--- config.mk ---
export PLATFORM = sky130hd
export DESIGN_NAME = mbuf_chan_seq
export DESIGN_NICKNAME = d
export VERILOG_FILES = /design/src/rtl/mbseq_pkg.sv /design/src/rtl/mbseq_regs.sv /design/src/rtl/mbseq_side.sv /design/src/rtl/mbseq_ctrl.sv /design/src/rtl/mbuf_chan_seq.sv
export SDC_FILE = /design/constraint.sdc
export NUM_CORES = 1
export LEC_CHECK = 0
export ABC_AREA = 1
export BUFFER_PORTS_ARGS = -buffer_cell sky130_fd_sc_hd__clkbuf_2
export CORE_MARGIN = 2
export CORE_UTILIZATION = 40
export CTS_BUF_LIST = sky130_fd_sc_hd__clkbuf_2
export DETAILED_ROUTE_END_ITERATION = 12
export PLACE_DENSITY = 0.61
export SKIP_LAST_GASP = 1
export SYNTH_ARGS = -nofsm -noshare
export SYNTH_HDL_FRONTEND = slang
export SYNTH_HIERARCHICAL = 1
export SYNTH_SLANG_ARGS = --single-unit
--- constraint.sdc ---
create_clock -name clk -period 4.5 [get_ports clk]
set_clock_uncertainty 0.05 [all_clocks]
set_input_delay 0 -clock clk [delete_from_list [all_inputs] [get_ports clk]]
set_output_delay 0 -clock clk [all_outputs]
set_load 0.02 [all_outputs]
--- src/rtl/mbseq_pkg.sv ---
`timescale 1ns/1ps
// Shared types and decode rules for the multi-buffer channel sequencer.
// Assumes: a single channel; register addresses are 3 bits wide.
package mbseq_pkg;

    typedef enum logic [1:0] {
        MODE_SINGLE = 2'd0,
        MODE_REPLAY = 2'd1,
        MODE_LINKED = 2'd2
    } chain_mode_e;

    typedef enum logic [1:0] {
        SIDE_RELOAD = 2'd0,
        SIDE_CONTIG = 2'd1,
        SIDE_FETCH  = 2'd2
    } side_sel_e;

    typedef enum logic [1:0] {
        ST_IDLE   = 2'd0,
        ST_DECIDE = 2'd1,
        ST_FETCH  = 2'd2,
        ST_RUN    = 2'd3
    } seq_state_e;

    typedef struct packed {
        logic auto_en;
        logic src_fetch;
        logic dst_fetch;
        logic src_replay;
        logic dst_replay;
    } chan_cfg_t;

    localparam logic [2:0] REG_SRC  = 3'd0;
    localparam logic [2:0] REG_DST  = 3'd1;
    localparam logic [2:0] REG_SIZE = 3'd2;
    localparam logic [2:0] REG_MODE = 3'd3;
    localparam logic [2:0] REG_CFG  = 3'd4;
    localparam logic [2:0] REG_PTR  = 3'd5;
    localparam logic [2:0] REG_MASK = 3'd6;
    localparam logic [2:0] REG_CTRL = 3'd7;

    // Chain mode from pointer state and mode bits; undefined mixes fall to single.
    function automatic chain_mode_e decode_mode(input logic ptr_zero, input chan_cfg_t c);
        if (!ptr_zero && (c.src_fetch || c.dst_fetch))
            return MODE_LINKED;
        if (ptr_zero && c.auto_en && !c.src_fetch && !c.dst_fetch)
            return MODE_REPLAY;
        return MODE_SINGLE;
    endfunction

    // Per-side source of the next start address.
    function automatic side_sel_e pick_side(input chain_mode_e m, input logic fetch_en,
                                            input logic replay_en);
        if (m == MODE_LINKED && fetch_en)
            return SIDE_FETCH;
        if (replay_en)
            return SIDE_RELOAD;
        return SIDE_CONTIG;
    endfunction

endpackage

--- src/rtl/mbseq_regs.sv ---
`timescale 1ns/1ps
// Register file of the channel: initial values, mode bits, masks and the
// clear-on-read status flags. Produces the start pulse and the masked irq.
// Assumes: one register access per cycle; read data is combinational.
module mbseq_regs
    import mbseq_pkg::*;
#(
    parameter int AW    = 32,
    parameter int CNT_W = 16
) (
    input  logic             clk,
    input  logic             rst_n,
    input  logic             wr_en,
    input  logic             rd_en,
    input  logic [2:0]       addr,
    input  logic [AW-1:0]    wdata,
    output logic [AW-1:0]    rdata,
    input  logic             ch_en,
    input  logic             buf_evt,
    input  logic             chain_evt,
    output logic [AW-1:0]    init_src,
    output logic [AW-1:0]    init_dst,
    output logic [CNT_W-1:0] init_size,
    output logic [AW-1:0]    init_ptr,
    output chan_cfg_t        cfg,
    output logic             start,
    output logic             flag_buf,
    output logic             flag_chain,
    output logic             irq
);

    logic [1:0] mask_q;
    logic       rd_clear;

    assign start    = wr_en && (addr == REG_CTRL) && wdata[0] && !ch_en;
    assign rd_clear = rd_en && (addr == REG_CTRL);

    // Holds the programmed channel values written by software.
    always_ff @(posedge clk) begin
        if (!rst_n) begin
            init_src  <= '0;
            init_dst  <= '0;
            init_size <= '0;
            init_ptr  <= '0;
            cfg       <= '0;
            mask_q    <= '0;
        end else if (wr_en) begin
            case (addr)
                REG_SRC:  init_src  <= wdata;
                REG_DST:  init_dst  <= wdata;
                REG_SIZE: init_size <= wdata[CNT_W-1:0];
                REG_MODE: begin
                    cfg.auto_en   <= wdata[0];
                    cfg.src_fetch <= wdata[1];
                    cfg.dst_fetch <= wdata[2];
                end
                REG_CFG: begin
                    cfg.src_replay <= wdata[0];
                    cfg.dst_replay <= wdata[1];
                end
                REG_PTR:  init_ptr  <= wdata;
                REG_MASK: mask_q    <= wdata[1:0];
                default: ;
            endcase
        end
    end

    // Sticky event flags; a read clears them unless an event lands in that cycle.
    always_ff @(posedge clk) begin
        if (!rst_n) begin
            flag_buf   <= 1'b0;
            flag_chain <= 1'b0;
        end else begin
            flag_buf   <= (flag_buf   && !rd_clear) || buf_evt;
            flag_chain <= (flag_chain && !rd_clear) || chain_evt;
        end
    end

    // Read data multiplexer.
    always_comb begin
        rdata = '0;
        if (rd_en) begin
            case (addr)
                REG_SRC:  rdata = init_src;
                REG_DST:  rdata = init_dst;
                REG_SIZE: rdata = AW'(init_size);
                REG_MODE: rdata = AW'({cfg.dst_fetch, cfg.src_fetch, cfg.auto_en});
                REG_CFG:  rdata = AW'({cfg.dst_replay, cfg.src_replay});
                REG_PTR:  rdata = init_ptr;
                REG_MASK: rdata = AW'(mask_q);
                default:  rdata = AW'({flag_chain, flag_buf, ch_en});
            endcase
        end
    end

    assign irq = (flag_buf && mask_q[0]) || (flag_chain && mask_q[1]);

    AST_COR_KEEP_BUF: assert property (@(posedge clk) disable iff (!rst_n)
        (rd_clear && buf_evt) |=> flag_buf);
    AST_COR_KEEP_CHAIN: assert property (@(posedge clk) disable iff (!rst_n)
        (rd_clear && chain_evt) |=> flag_chain);

endmodule

--- src/rtl/mbseq_side.sv ---
`timescale 1ns/1ps
// One address side (source or destination). Loads the programmed value at
// start, applies the boundary choice, accepts a fetched descriptor word and
// steps by one beat on each acknowledged beat.
// Assumes: load, fetch, boundary update and step never coincide.
module mbseq_side
    import mbseq_pkg::*;
#(
    parameter int AW   = 32,
    parameter int STEP = 4
) (
    input  logic          clk,
    input  logic          rst_n,
    input  logic [AW-1:0] init_addr,
    input  logic          load_init,
    input  logic          bound_upd,
    input  side_sel_e     sel,
    input  logic          step,
    input  logic          fetch_we,
    input  logic [AW-1:0] fetch_data,
    output logic [AW-1:0] cur_addr
);

    localparam logic [AW-1:0] STEP_V = AW'(STEP);

    // Working address register of this side.
    always_ff @(posedge clk) begin
        if (!rst_n)
            cur_addr <= '0;
        else if (load_init)
            cur_addr <= init_addr;
        else if (fetch_we)
            cur_addr <= fetch_data;
        else if (bound_upd && sel == SIDE_RELOAD)
            cur_addr <= init_addr;
        else if (step)
            cur_addr <= cur_addr + STEP_V;
    end

    AST_STEP_ADVANCE: assert property (@(posedge clk) disable iff (!rst_n)
        (step && !load_init && !fetch_we && !bound_upd) |=> cur_addr == $past(cur_addr) + STEP_V);
    AST_CONTIG_HOLD: assert property (@(posedge clk) disable iff (!rst_n)
        (bound_upd && sel == SIDE_CONTIG && !step && !fetch_we && !load_init) |=> $stable(cur_addr));

endmodule

--- src/rtl/mbseq_ctrl.sv ---
`timescale 1ns/1ps
// Channel state machine: start, mode decode at each boundary, four-word
// descriptor fetch, beat counting and termination. Drives the side controls
// and the buffer/chain events.
// Assumes: dsc_data is valid in the cycle dsc_ack is high.
module mbseq_ctrl
    import mbseq_pkg::*;
#(
    parameter int AW    = 32,
    parameter int CNT_W = 16
) (
    input  logic              clk,
    input  logic              rst_n,
    input  logic              start,
    input  chan_cfg_t         cfg,
    input  logic [CNT_W-1:0]  init_size,
    input  logic [AW-1:0]     init_ptr,
    input  logic              dsc_ack,
    input  logic [AW-1:0]     dsc_data,
    input  logic              xfer_ack,
    output logic              ch_en,
    output logic              dsc_req,
    output logic [AW-1:0]     dsc_addr,
    output logic              xfer_req,
    output logic              buf_evt,
    output logic              chain_evt,
    output logic              load_init,
    output logic              bound_upd,
    output side_sel_e [1:0]   side_sel,
    output logic [1:0]        fetch_we,
    output logic              step
);

    localparam int WORD_BYTES = AW / 8;

    seq_state_e       state;
    logic             first_q;
    logic [1:0]       word_q;
    logic [AW-1:0]    ptr_q;
    logic [AW-1:0]    fbase_q;
    logic [CNT_W-1:0] size_q;
    logic [CNT_W-1:0] beat_q;
    chain_mode_e      mode;
    logic             stop;
    logic             last_beat;

    assign mode      = decode_mode(ptr_q == '0, cfg);
    assign stop      = (state == ST_DECIDE) && !first_q && (mode == MODE_SINGLE);
    assign last_beat = ({1'b0, beat_q} + 1'b1) >= {1'b0, size_q};

    // Main sequencing register set.
    always_ff @(posedge clk) begin
        if (!rst_n) begin
            state   <= ST_IDLE;
            first_q <= 1'b0;
            word_q  <= '0;
            ptr_q   <= '0;
            fbase_q <= '0;
            size_q  <= '0;
            beat_q  <= '0;
            ch_en   <= 1'b0;
        end else begin
            case (state)
                ST_IDLE: begin
                    if (start) begin
                        ch_en   <= 1'b1;
                        first_q <= 1'b1;
                        ptr_q   <= init_ptr;
                        size_q  <= init_size;
                        state   <= ST_DECIDE;
                    end
                end
                ST_DECIDE: begin
                    first_q <= 1'b0;
                    if (stop) begin
                        ch_en <= 1'b0;
                        state <= ST_IDLE;
                    end else if (mode == MODE_LINKED) begin
                        fbase_q <= ptr_q;
                        word_q  <= '0;
                        state   <= ST_FETCH;
                    end else begin
                        if (!first_q && mode == MODE_REPLAY)
                            size_q <= init_size;
                        beat_q <= '0;
                        state  <= ST_RUN;
                    end
                end
                ST_FETCH: begin
                    if (dsc_ack) begin
                        word_q <= word_q + 2'd1;
                        if (word_q == 2'd2)
                            size_q <= dsc_data[CNT_W-1:0];
                        if (word_q == 2'd3) begin
                            ptr_q  <= dsc_data;
                            beat_q <= '0;
                            state  <= ST_RUN;
                        end
                    end
                end
                ST_RUN: begin
                    if (xfer_ack) begin
                        if (last_beat)
                            state <= ST_DECIDE;
                        else
                            beat_q <= beat_q + 1'b1;
                    end
                end
                default: state <= ST_IDLE;
            endcase
        end
    end

    // Handshake requests and descriptor word address.
    always_comb begin
        dsc_req  = (state == ST_FETCH);
        xfer_req = (state == ST_RUN);
        dsc_addr = fbase_q + AW'(word_q) * AW'(WORD_BYTES);
    end

    // Side controls and events derived from the current state.
    always_comb begin
        load_init   = (state == ST_IDLE) && start;
        bound_upd   = (state == ST_DECIDE) && !first_q && !stop;
        side_sel[0] = pick_side(mode, cfg.src_fetch, cfg.src_replay);
        side_sel[1] = pick_side(mode, cfg.dst_fetch, cfg.dst_replay);
        fetch_we[0] = (state == ST_FETCH) && dsc_ack && (word_q == 2'd0) && cfg.src_fetch;
        fetch_we[1] = (state == ST_FETCH) && dsc_ack && (word_q == 2'd1) && cfg.dst_fetch;
        step        = (state == ST_RUN) && xfer_ack;
        buf_evt     = step && last_beat;
        chain_evt   = stop;
    end

    AST_REQ_EXCLUSIVE: assert property (@(posedge clk) disable iff (!rst_n)
        !(xfer_req && dsc_req));
    AST_REQ_NEEDS_EN: assert property (@(posedge clk) disable iff (!rst_n)
        (xfer_req || dsc_req) |-> ch_en);
    AST_BEAT_BOUND: assert property (@(posedge clk) disable iff (!rst_n)
        (state == ST_RUN) |-> ((size_q == '0) ? (beat_q == '0) : (beat_q < size_q)));
    AST_FETCH_ORDER: assert property (@(posedge clk) disable iff (!rst_n)
        (dsc_req && dsc_ack && word_q != 2'd3) |=> (dsc_req && word_q == $past(word_q) + 2'd1));

endmodule

--- src/rtl/mbuf_chan_seq.sv ---
`timescale 1ns/1ps
// Top of the multi-buffer channel sequencer: register file, state machine
// and one address side per direction (index 0 source, 1 destination).
// Assumes: an external data mover performs each beat and acknowledges it.
module mbuf_chan_seq
    import mbseq_pkg::*;
#(
    parameter int AW    = 32,
    parameter int CNT_W = 16,
    parameter int STEP  = 4
) (
    input  logic          clk,
    input  logic          rst_n,
    input  logic          reg_wr,
    input  logic          reg_rd,
    input  logic [2:0]    reg_addr,
    input  logic [AW-1:0] reg_wdata,
    output logic [AW-1:0] reg_rdata,
    output logic          dsc_req,
    output logic [AW-1:0] dsc_addr,
    input  logic          dsc_ack,
    input  logic [AW-1:0] dsc_data,
    output logic          xfer_req,
    output logic [AW-1:0] xfer_src,
    output logic [AW-1:0] xfer_dst,
    input  logic          xfer_ack,
    output logic          chan_en,
    output logic          irq
);

    localparam int NSIDE = 2;

    logic [AW-1:0]    init_src, init_dst, init_ptr;
    logic [CNT_W-1:0] init_size;
    chan_cfg_t        cfg;
    logic             start, buf_evt, chain_evt, flag_buf, flag_chain;
    logic             load_init, bound_upd, step;
    side_sel_e [1:0]  side_sel;
    logic [1:0]       fetch_we;
    logic [AW-1:0]    side_init [NSIDE];
    logic [AW-1:0]    side_cur  [NSIDE];

    mbseq_regs #(.AW(AW), .CNT_W(CNT_W)) u_regs (
        .clk(clk), .rst_n(rst_n), .wr_en(reg_wr), .rd_en(reg_rd), .addr(reg_addr),
        .wdata(reg_wdata), .rdata(reg_rdata), .ch_en(chan_en), .buf_evt(buf_evt),
        .chain_evt(chain_evt), .init_src(init_src), .init_dst(init_dst),
        .init_size(init_size), .init_ptr(init_ptr), .cfg(cfg), .start(start),
        .flag_buf(flag_buf), .flag_chain(flag_chain), .irq(irq)
    );

    mbseq_ctrl #(.AW(AW), .CNT_W(CNT_W)) u_ctrl (
        .clk(clk), .rst_n(rst_n), .start(start), .cfg(cfg), .init_size(init_size),
        .init_ptr(init_ptr), .dsc_ack(dsc_ack), .dsc_data(dsc_data),
        .xfer_ack(xfer_ack), .ch_en(chan_en), .dsc_req(dsc_req), .dsc_addr(dsc_addr),
        .xfer_req(xfer_req), .buf_evt(buf_evt), .chain_evt(chain_evt),
        .load_init(load_init), .bound_upd(bound_upd), .side_sel(side_sel),
        .fetch_we(fetch_we), .step(step)
    );

    assign side_init[0] = init_src;
    assign side_init[1] = init_dst;

    for (genvar g = 0; g < NSIDE; g++) begin : g_side
        mbseq_side #(.AW(AW), .STEP(STEP)) u_side (
            .clk(clk), .rst_n(rst_n), .init_addr(side_init[g]), .load_init(load_init),
            .bound_upd(bound_upd), .sel(side_sel[g]), .step(step),
            .fetch_we(fetch_we[g]), .fetch_data(dsc_data), .cur_addr(side_cur[g])
        );
    end

    assign xfer_src = side_cur[0];
    assign xfer_dst = side_cur[1];

    AST_STOP_FLAGS: assert property (@(posedge clk) disable iff (!rst_n)
        $fell(chan_en) |-> flag_chain);

endmodule

* Word level (Yosys, flattened, before mapping)
Cells that the tools add are included.
** Word-level totals
- Bits in registers :: 287
- Latch bits :: 0
- Bits in writable memories :: 0
- Memory bits (read-only) :: 0
- Input bits :: 73
- Output and inout bits :: 132
- Word-level logic and storage cells :: 190
- Memories :: 0
** Operators by class
- Add/sub/neg operators :: 6
- Multipliers :: 0
- Div/mod/pow operators :: 0
- Magnitude comparators :: 1
- Equality and inequality tests :: 27
- Shift-type cells :: 0
- Muxes and demuxes :: 65
- Bitwise logic cells :: 1
- Reduce and logical (&&, ||, !) cells :: 68
** Operator list (number)
- $mux W32 :: 12
- $pmux W32 S7 :: 1
- $mux W16 :: 12
- $pmux W16 S3 :: 2
- $add A32 B3 Y32 const B :: 2
- $pmux W32 S2 :: 1
- $mux W2 :: 21
- $add A32 B4 Y32 :: 1
- $logic_not A32 Y1 :: 1
- $logic_and A1 B1 Y1 :: 28
- $add A16 B1 Y17 const B :: 1
- $ge A17 B16 Y1 :: 1
- $add A16 B1 Y16 const B :: 1
- $reduce_and A2 Y1 :: 8
- $ne A2 B1 Y1 const B :: 7
- $reduce_and A7 Y1 :: 2
- $eq A3 B3 Y1 const B :: 4
- $mux W1 :: 12
- $eq A2 B2 Y1 const B :: 5
- $logic_not A2 Y1 :: 5
- $ne A2 B2 Y1 const B :: 5
- $pmux W2 S4 :: 1
- $reduce_and A4 Y1 :: 2
- $reduce_bool A4 Y1 :: 2
- 14 further kinds :: 31

* Logic depth before layout (Yosys ltp)
- Depth after elaboration :: 19
- Depth in mapped cells :: 21
- Mapped depth without buffers :: 20

* Modules after synthesis
Netlist, hierarchy kept.
** By module, submodules not included
- mbseq_ctrl :: instances 1, cells an instance 849, area each 5876.9 µm², sequential area each 2042.0 µm²
- mbseq_regs :: instances 1, cells an instance 722, area each 5176.2 µm², sequential area each 2422.3 µm²
- mbseq_side :: instances 2, cells an instance 377, area each 2364.8 µm², sequential area each 640.6 µm²

* Worst setup path before layout
OpenSTA, ideal clock, no wires.
- Path type :: flip-flop to flip-flop
- Start point :: register u_ctrl.beat_q[0]
- End point :: register u_ctrl.beat_q[10]
- Library setup time :: 0.070 ns
- Data arrival time :: 2.632 ns
- Data required time :: 4.380 ns
- Path slack :: 1.749 ns
- Cell stages (with the launch flop) :: 21
- Path buffers :: 1
- Cells stage by stage :: dfxtp_1 inv_1 nor2_2 nand3_1 nor2_1 nand2_1 nor3_4 xor2_1 ha_1 nand2_1 inv_1 nand2_1 nand2_1 nand2_1 o21ai_0 nand2_1 nand4_1 nor2_8 buf_12 nand2_2 a21oi_2
** Between the ends
- Word-level cells in the longest chain between the ends :: 4
- Elaborated cells between the ends (all ways) :: 8
- Classes of those cells :: 2 x add/sub; 1 x order compare; 1 x eq/ne; 3 x mux; 1 x reduce/logical
** RTL lines
- from (decl) :: RTL line mbseq_ctrl.sv:42 : logic [CNT_W-1:0] beat_q;
- from (signal assigned) :: RTL line mbseq_ctrl.sv:106 : beat_q <= beat_q + 1'b1;
- $add A16 B1 Y17 / $add A16 B1 Y16 (equally long branches) :: RTL line mbseq_ctrl.sv:49, mbseq_ctrl.sv:106
- $ge A17 B16 Y1 / $mux W16 (equally long branches) :: RTL line mbseq_ctrl.sv:49, mbseq_ctrl.sv:103
- $ne A2 B2 Y1 (no source line) / $mux W16 (equally long branches)
- $reduce_and A7 Y1 (no source line) / $pmux W16 S3 (equally long branches)
Parallel ways exist; a longest one is shown, timed or not. The select of a mux whose other input is x is not followed.
A chain may end at the register's enable or synchronous reset.

* Final worst setup path
- Start point :: register u_ctrl.ptr_q[5]
- End point :: register g_side[0].u_side.cur_addr[17]
** Between the ends
- Elaborated cells between the ends (all ways) :: 26
- Classes of those cells :: 1 x eq/ne; 11 x mux; 14 x reduce/logical
** RTL lines
- from (decl) :: RTL line mbseq_ctrl.sv:39 : logic [AW-1:0] ptr_q;
- from (signal assigned) :: RTL line mbseq_ctrl.sv:68 : ptr_q <= init_ptr;
- from (signal assigned) :: RTL line mbseq_ctrl.sv:95 : ptr_q <= dsc_data;
- $logic_not A32 Y1 * :: RTL line mbseq_ctrl.sv:47 : assign mode = decode_mode(ptr_q == '0, cfg);
- $logic_and A1 B1 Y1 (3 in a row) :: RTL line mbseq_pkg.sv:46 : if (ptr_zero && c.auto_en && !c.src_fetch && !c.dst_fetch)
- $mux W1 (2 in a row) :: RTL line mbseq_pkg.sv:46
- $mux W2 :: RTL line mbseq_pkg.sv:48 : return MODE_SINGLE;
- $mux W2 * :: RTL line mbseq_pkg.sv:46
- $logic_not A2 Y1 * :: RTL line mbseq_ctrl.sv:48 : assign stop = (state == ST_DECIDE) && !first_q && (mode == MODE_SINGLE);
- $logic_and A1 B1 Y1 * :: RTL line mbseq_ctrl.sv:48
- $logic_not A1 Y1 * :: RTL line mbseq_ctrl.sv:124 : bound_upd = (state == ST_DECIDE) && !first_q && !stop;
- $logic_and A1 B1 Y1 * :: RTL line mbseq_ctrl.sv:124
- named net bound_upd :: RTL line mbuf_chan_seq.sv:37 : logic load_init, bound_upd, step;
- $logic_and A1 B1 Y1 * :: RTL line mbseq_side.sv:34 : else if (bound_upd && sel == SIDE_RELOAD)
- $mux W32 :: RTL line mbseq_side.sv:34
- $mux W32 :: RTL line mbseq_side.sv:32 : else if (fetch_we)
- $mux W32 :: RTL line mbseq_side.sv:30 : else if (load_init)
- to (signal assigned) :: RTL line mbseq_side.sv:31 : cur_addr <= init_addr;
- to (signal assigned) :: RTL line mbseq_side.sv:33 : cur_addr <= fetch_data;
- to (signal assigned) :: RTL line mbseq_side.sv:35 : cur_addr <= init_addr;
- to (decl) :: RTL line mbseq_side.sv:21 : output logic [AW-1:0] cur_addr
Mark *: on every way through the listed nets, which the timed path passes. The rest lies on a longest branch. The select of a mux whose other input is x is not followed.

==> impl_metrics.env <==
export IMPL_die_height_um=203
export IMPL_fin_crit_ns=4.03
export IMPL_total_power_w=0.00625
export IMPL_insertion_delay_ns=0.95
export IMPL_layout_setup_ws_ns=0.468
export IMPL_num_rows=72
export IMPL_cts_buffers=79
export IMPL_drive_above_1_share=0.155
export IMPL_gp_congestion=0.968
export IMPL_ys_flop_type="dfxtp_1"
export IMPL_ioPinCount=205
export IMPL_post_route_period_util=0.896
export IMPL_fin_nets=2744
export IMPL_crit_path_end_kind="flop"
export IMPL_via_count=17700
export IMPL_switchingPower_w=0.00235
export IMPL_switching_share=0.376
export IMPL_drt_iter0_markers=1740
export IMPL_cp_startpoint="u_ctrl/ptr_q[5]"
export IMPL_die_area_um2=41100
export IMPL_setup_tns_ns=0
export IMPL_async_flop_share=0
export IMPL_tritoncts="built"
export IMPL_grt_use_total=0.298
export IMPL_dp_cells=2935
export IMPL_path_class="flop to flop"
export IMPL_relSlewSlack=0.115
export IMPL_cp_max_fo=44
export IMPL_drv_cap=0
export IMPL_vias_per_cell=5.53
export IMPL_postRouteAntennaNets=0
export IMPL_cts_root_buffer="clkbuf_2"
export IMPL_hold_path_class="input pin to flop"
export IMPL_drtPass1Iterations=6
export IMPL_r2r_setup_slack_ns=0.47
export IMPL_setup_viol=0
export IMPL_p_leak_nw=7.73
export IMPL_synth_area_um2=15800
export IMPL_synth_top_area_cell="dfxtp_1"
export IMPL_grt_ovfl_total=0
export IMPL_post_cts_buffers=0
export IMPL_clk_pin_slew_ns=0.11
export IMPL_drc=0
export IMPL_crit_path_start_kind="flop"
export IMPL_powerDensity_nw_per_um2=328
export IMPL_pre_cts_ws_ns=1.02
export IMPL_synth_seq_cells=287
export IMPL_wl_per_cell_um=19.6
export IMPL_cellInternalPower_w=0.00390
export IMPL_peakVddDrop_v=0.000183
export IMPL_clock_sinks=287
export IMPL_fp_coreArea_um2=38800
export IMPL_yosysUniqueCellTypes=52
export IMPL_grt_max_degree=125
export IMPL_yosys_warnings=6
export IMPL_worst_pin_slew_ns=1.33
export IMPL_layout_cells_non_filler=3208
export IMPL_hold_violations=0
export IMPL_synth_edff_count=0
export IMPL_wirelength_um=62800
export IMPL_synthTopCellsByCount="571 x nand2_1, 287 x dfxtp_1, 270 x a21oi_1, 199 x inv_1, 191 x o21ai_0"
export IMPL_ys_seq_area_frac=0.364
export IMPL_yosysMostFrequentCell="nand2_1"
export IMPL_worstHoldStart="dsc_data[23]"
export IMPL_area_delta_synth_final_pct=20.7
export IMPL_grt_pass1_vias=16500
export IMPL_p_seq_frac=0.467
export IMPL_synth_cells=2325
export IMPL_fmax_mhz=248
export IMPL_htreeDepth=3
export IMPL_rsz0062_at_grt="false"
export IMPL_syn_avg_cell_area_um2=6.79
export IMPL_cp_data_required_time_ns=5.25
export IMPL_pwr_share_clk=0.290
export IMPL_clock_path_buffers=3
export IMPL_floorplan_initialDensity=0.406
export IMPL_grt_pass1_wl_um=95700
export IMPL_ys_top_cells_by_area="dfxtp_1 36%, nand2_1 14%, a21oi_1 8.6%"
export IMPL_slew_viol_final=0
export IMPL_critPathArrivalTime_ns=4.78
export IMPL_portBuffers=204
export IMPL_die_w_um=203
export IMPL_synth_top_area_frac=0.364
export IMPL_antenna_found_initial=3
export IMPL_combinationalPowerShare=0.243
export IMPL_r2r_start="u_ctrl/ptr_q[5]"
export IMPL_synth_fp_nets=2428
export IMPL_hpwl_um=44900
export IMPL_status="complete, no violations"
export IMPL_num_fill_cells=3976
[power groups by stage]
stage | registers (W) | logic [W] | clock network [W]
2_1_floorplan | 0.00295 | 0.000934 | 0
3_3_place_gp | 0.00296 | 0.00139 | 0
3_5_place_dp | 0.00297 | 0.00138 | 0
4_1_cts | 0.00291 | 0.00149 | 0.00185
5_1_grt | 0.00295 | 0.00167 | 0.00198
6_report | 0.00292 | 0.00152 | 0.00181
[path summary, 6_finish.rpt]
path	to	cells after the start
max	g_side[0].u_side/cur_addr[17]	12
min	g_side[0].u_side/cur_addr[23]	6
min reg2reg	u_ctrl/size_q[9]	2
max reg2reg	g_side[0].u_side/cur_addr[17]	12
[final cells by class]
cell class                      count  area (um2)  area share
Antenna cell                        1        2.50    0.000131
Clock buffer                      104         520      0.0273
Clock inverter                     25         133     0.00696
Inverter                          205         769      0.0404
Multi-Input combinational cell   1706        8650       0.454
Sequential cell                   287        5750       0.302
Tap cell                          518         648      0.0340
Timing Repair Buffer              362        2580       0.136
[kinds of logic (layout without fill, tap and decap cells)]
group | Yosys count | after routing | share of synthesized area
other cells | 0 | 1 | 0
xor+xnor | 46 | 46 | 0.0255
buf+inv | 332 | 696 | 0.0893
fa+ha+maj | 30 | 30 | 0.0243
flops | 287 | 287 | 0.364
compound gates | 667 | 667 | 0.231
simple gates | 963 | 963 | 0.266
[sequential cells by signal (all words and copies together) (netlist names)]
register and cells:
g_side.u_side/cur_addr 64, u_ctrl/fbase_q 32, u_ctrl/ptr_q 32, u_regs/init_dst 32, u_regs/init_ptr 32, u_regs/init_src 32
u_ctrl/beat_q 16, u_ctrl/size_q 16, u_regs/init_size 16, u_regs/cfg 5, u_ctrl/state 2, u_ctrl/word_q 2
u_regs/mask_q 2, u_ctrl/ch_en 1, u_ctrl/first_q 1, u_regs/flag_buf 1, u_regs/flag_chain 1
[worst max-delay path, stage by stage (launching register included)]
cell           delay [ns]
dfxtp_1              0.35
nor2_1               0.12
nand2_1              0.09
nor2_1               0.19
nand2_1              0.14
o21ai_2              0.21
a21boi_0             0.17
nor3b_4              0.22
nor3_4               0.86
nand2_4              0.51
o21ai_0              0.33
a31oi_1              0.06
dlygate4sd3_1        0.55
[stage by stage]
stage                     utilization  hold WS, ns  cell area (um2)
after global placement          0.437        0.218            17000
after detailed placement        0.437        0.221            17000
after CTS                       0.491     0.000420            19000
after global routing            0.491       0.0495            19000
after floorplan                     -       0.0883            15800
final                           0.491       0.0763            19000
[repair_timing]
action | CTS | global route
hold buffers | 143 | 0
gates resized for setup | 0 | 0
endpoints found under the hold margin | 275 | 0
[layout by cell type (no fill, tap or decap), types with 4 or more instances in the layout]
cell type,count
o21ai_1,71
nor2_2,15
nor3_4,4
xor2_1,35
nor3_2,5
a21oi_1,270
nor2_1,175
nand3b_1,5
nor2_4,9
clkinv_1,17
a221oi_1,4
nand2_2,20
a22oi_1,28
dlygate4sd3_1,143
dfxtp_1,287
nand3_1,109
or2_2,5
nor4_1,7
inv_1,199
ha_1,29
nand4_1,19
clkbuf_2,307
o21ai_0,191
buf_4,14
inv_2,8
o221ai_1,6
nor3_1,10
o31ai_1,4
xnor2_1,11
o211ai_1,22
a31oi_1,50
nand2_1,571
a21oi_2,10
[routing by layer]
metal	wire [um]	vias up	track usage
met1	26500	8259	0.398
met5	0	-	0
li1	-	8431	-
met2	27900	881	0.468
met4	3280	0	0.155
met3	5150	157	0.0437
Note: power is estimated with default switching activity, not from simulation.
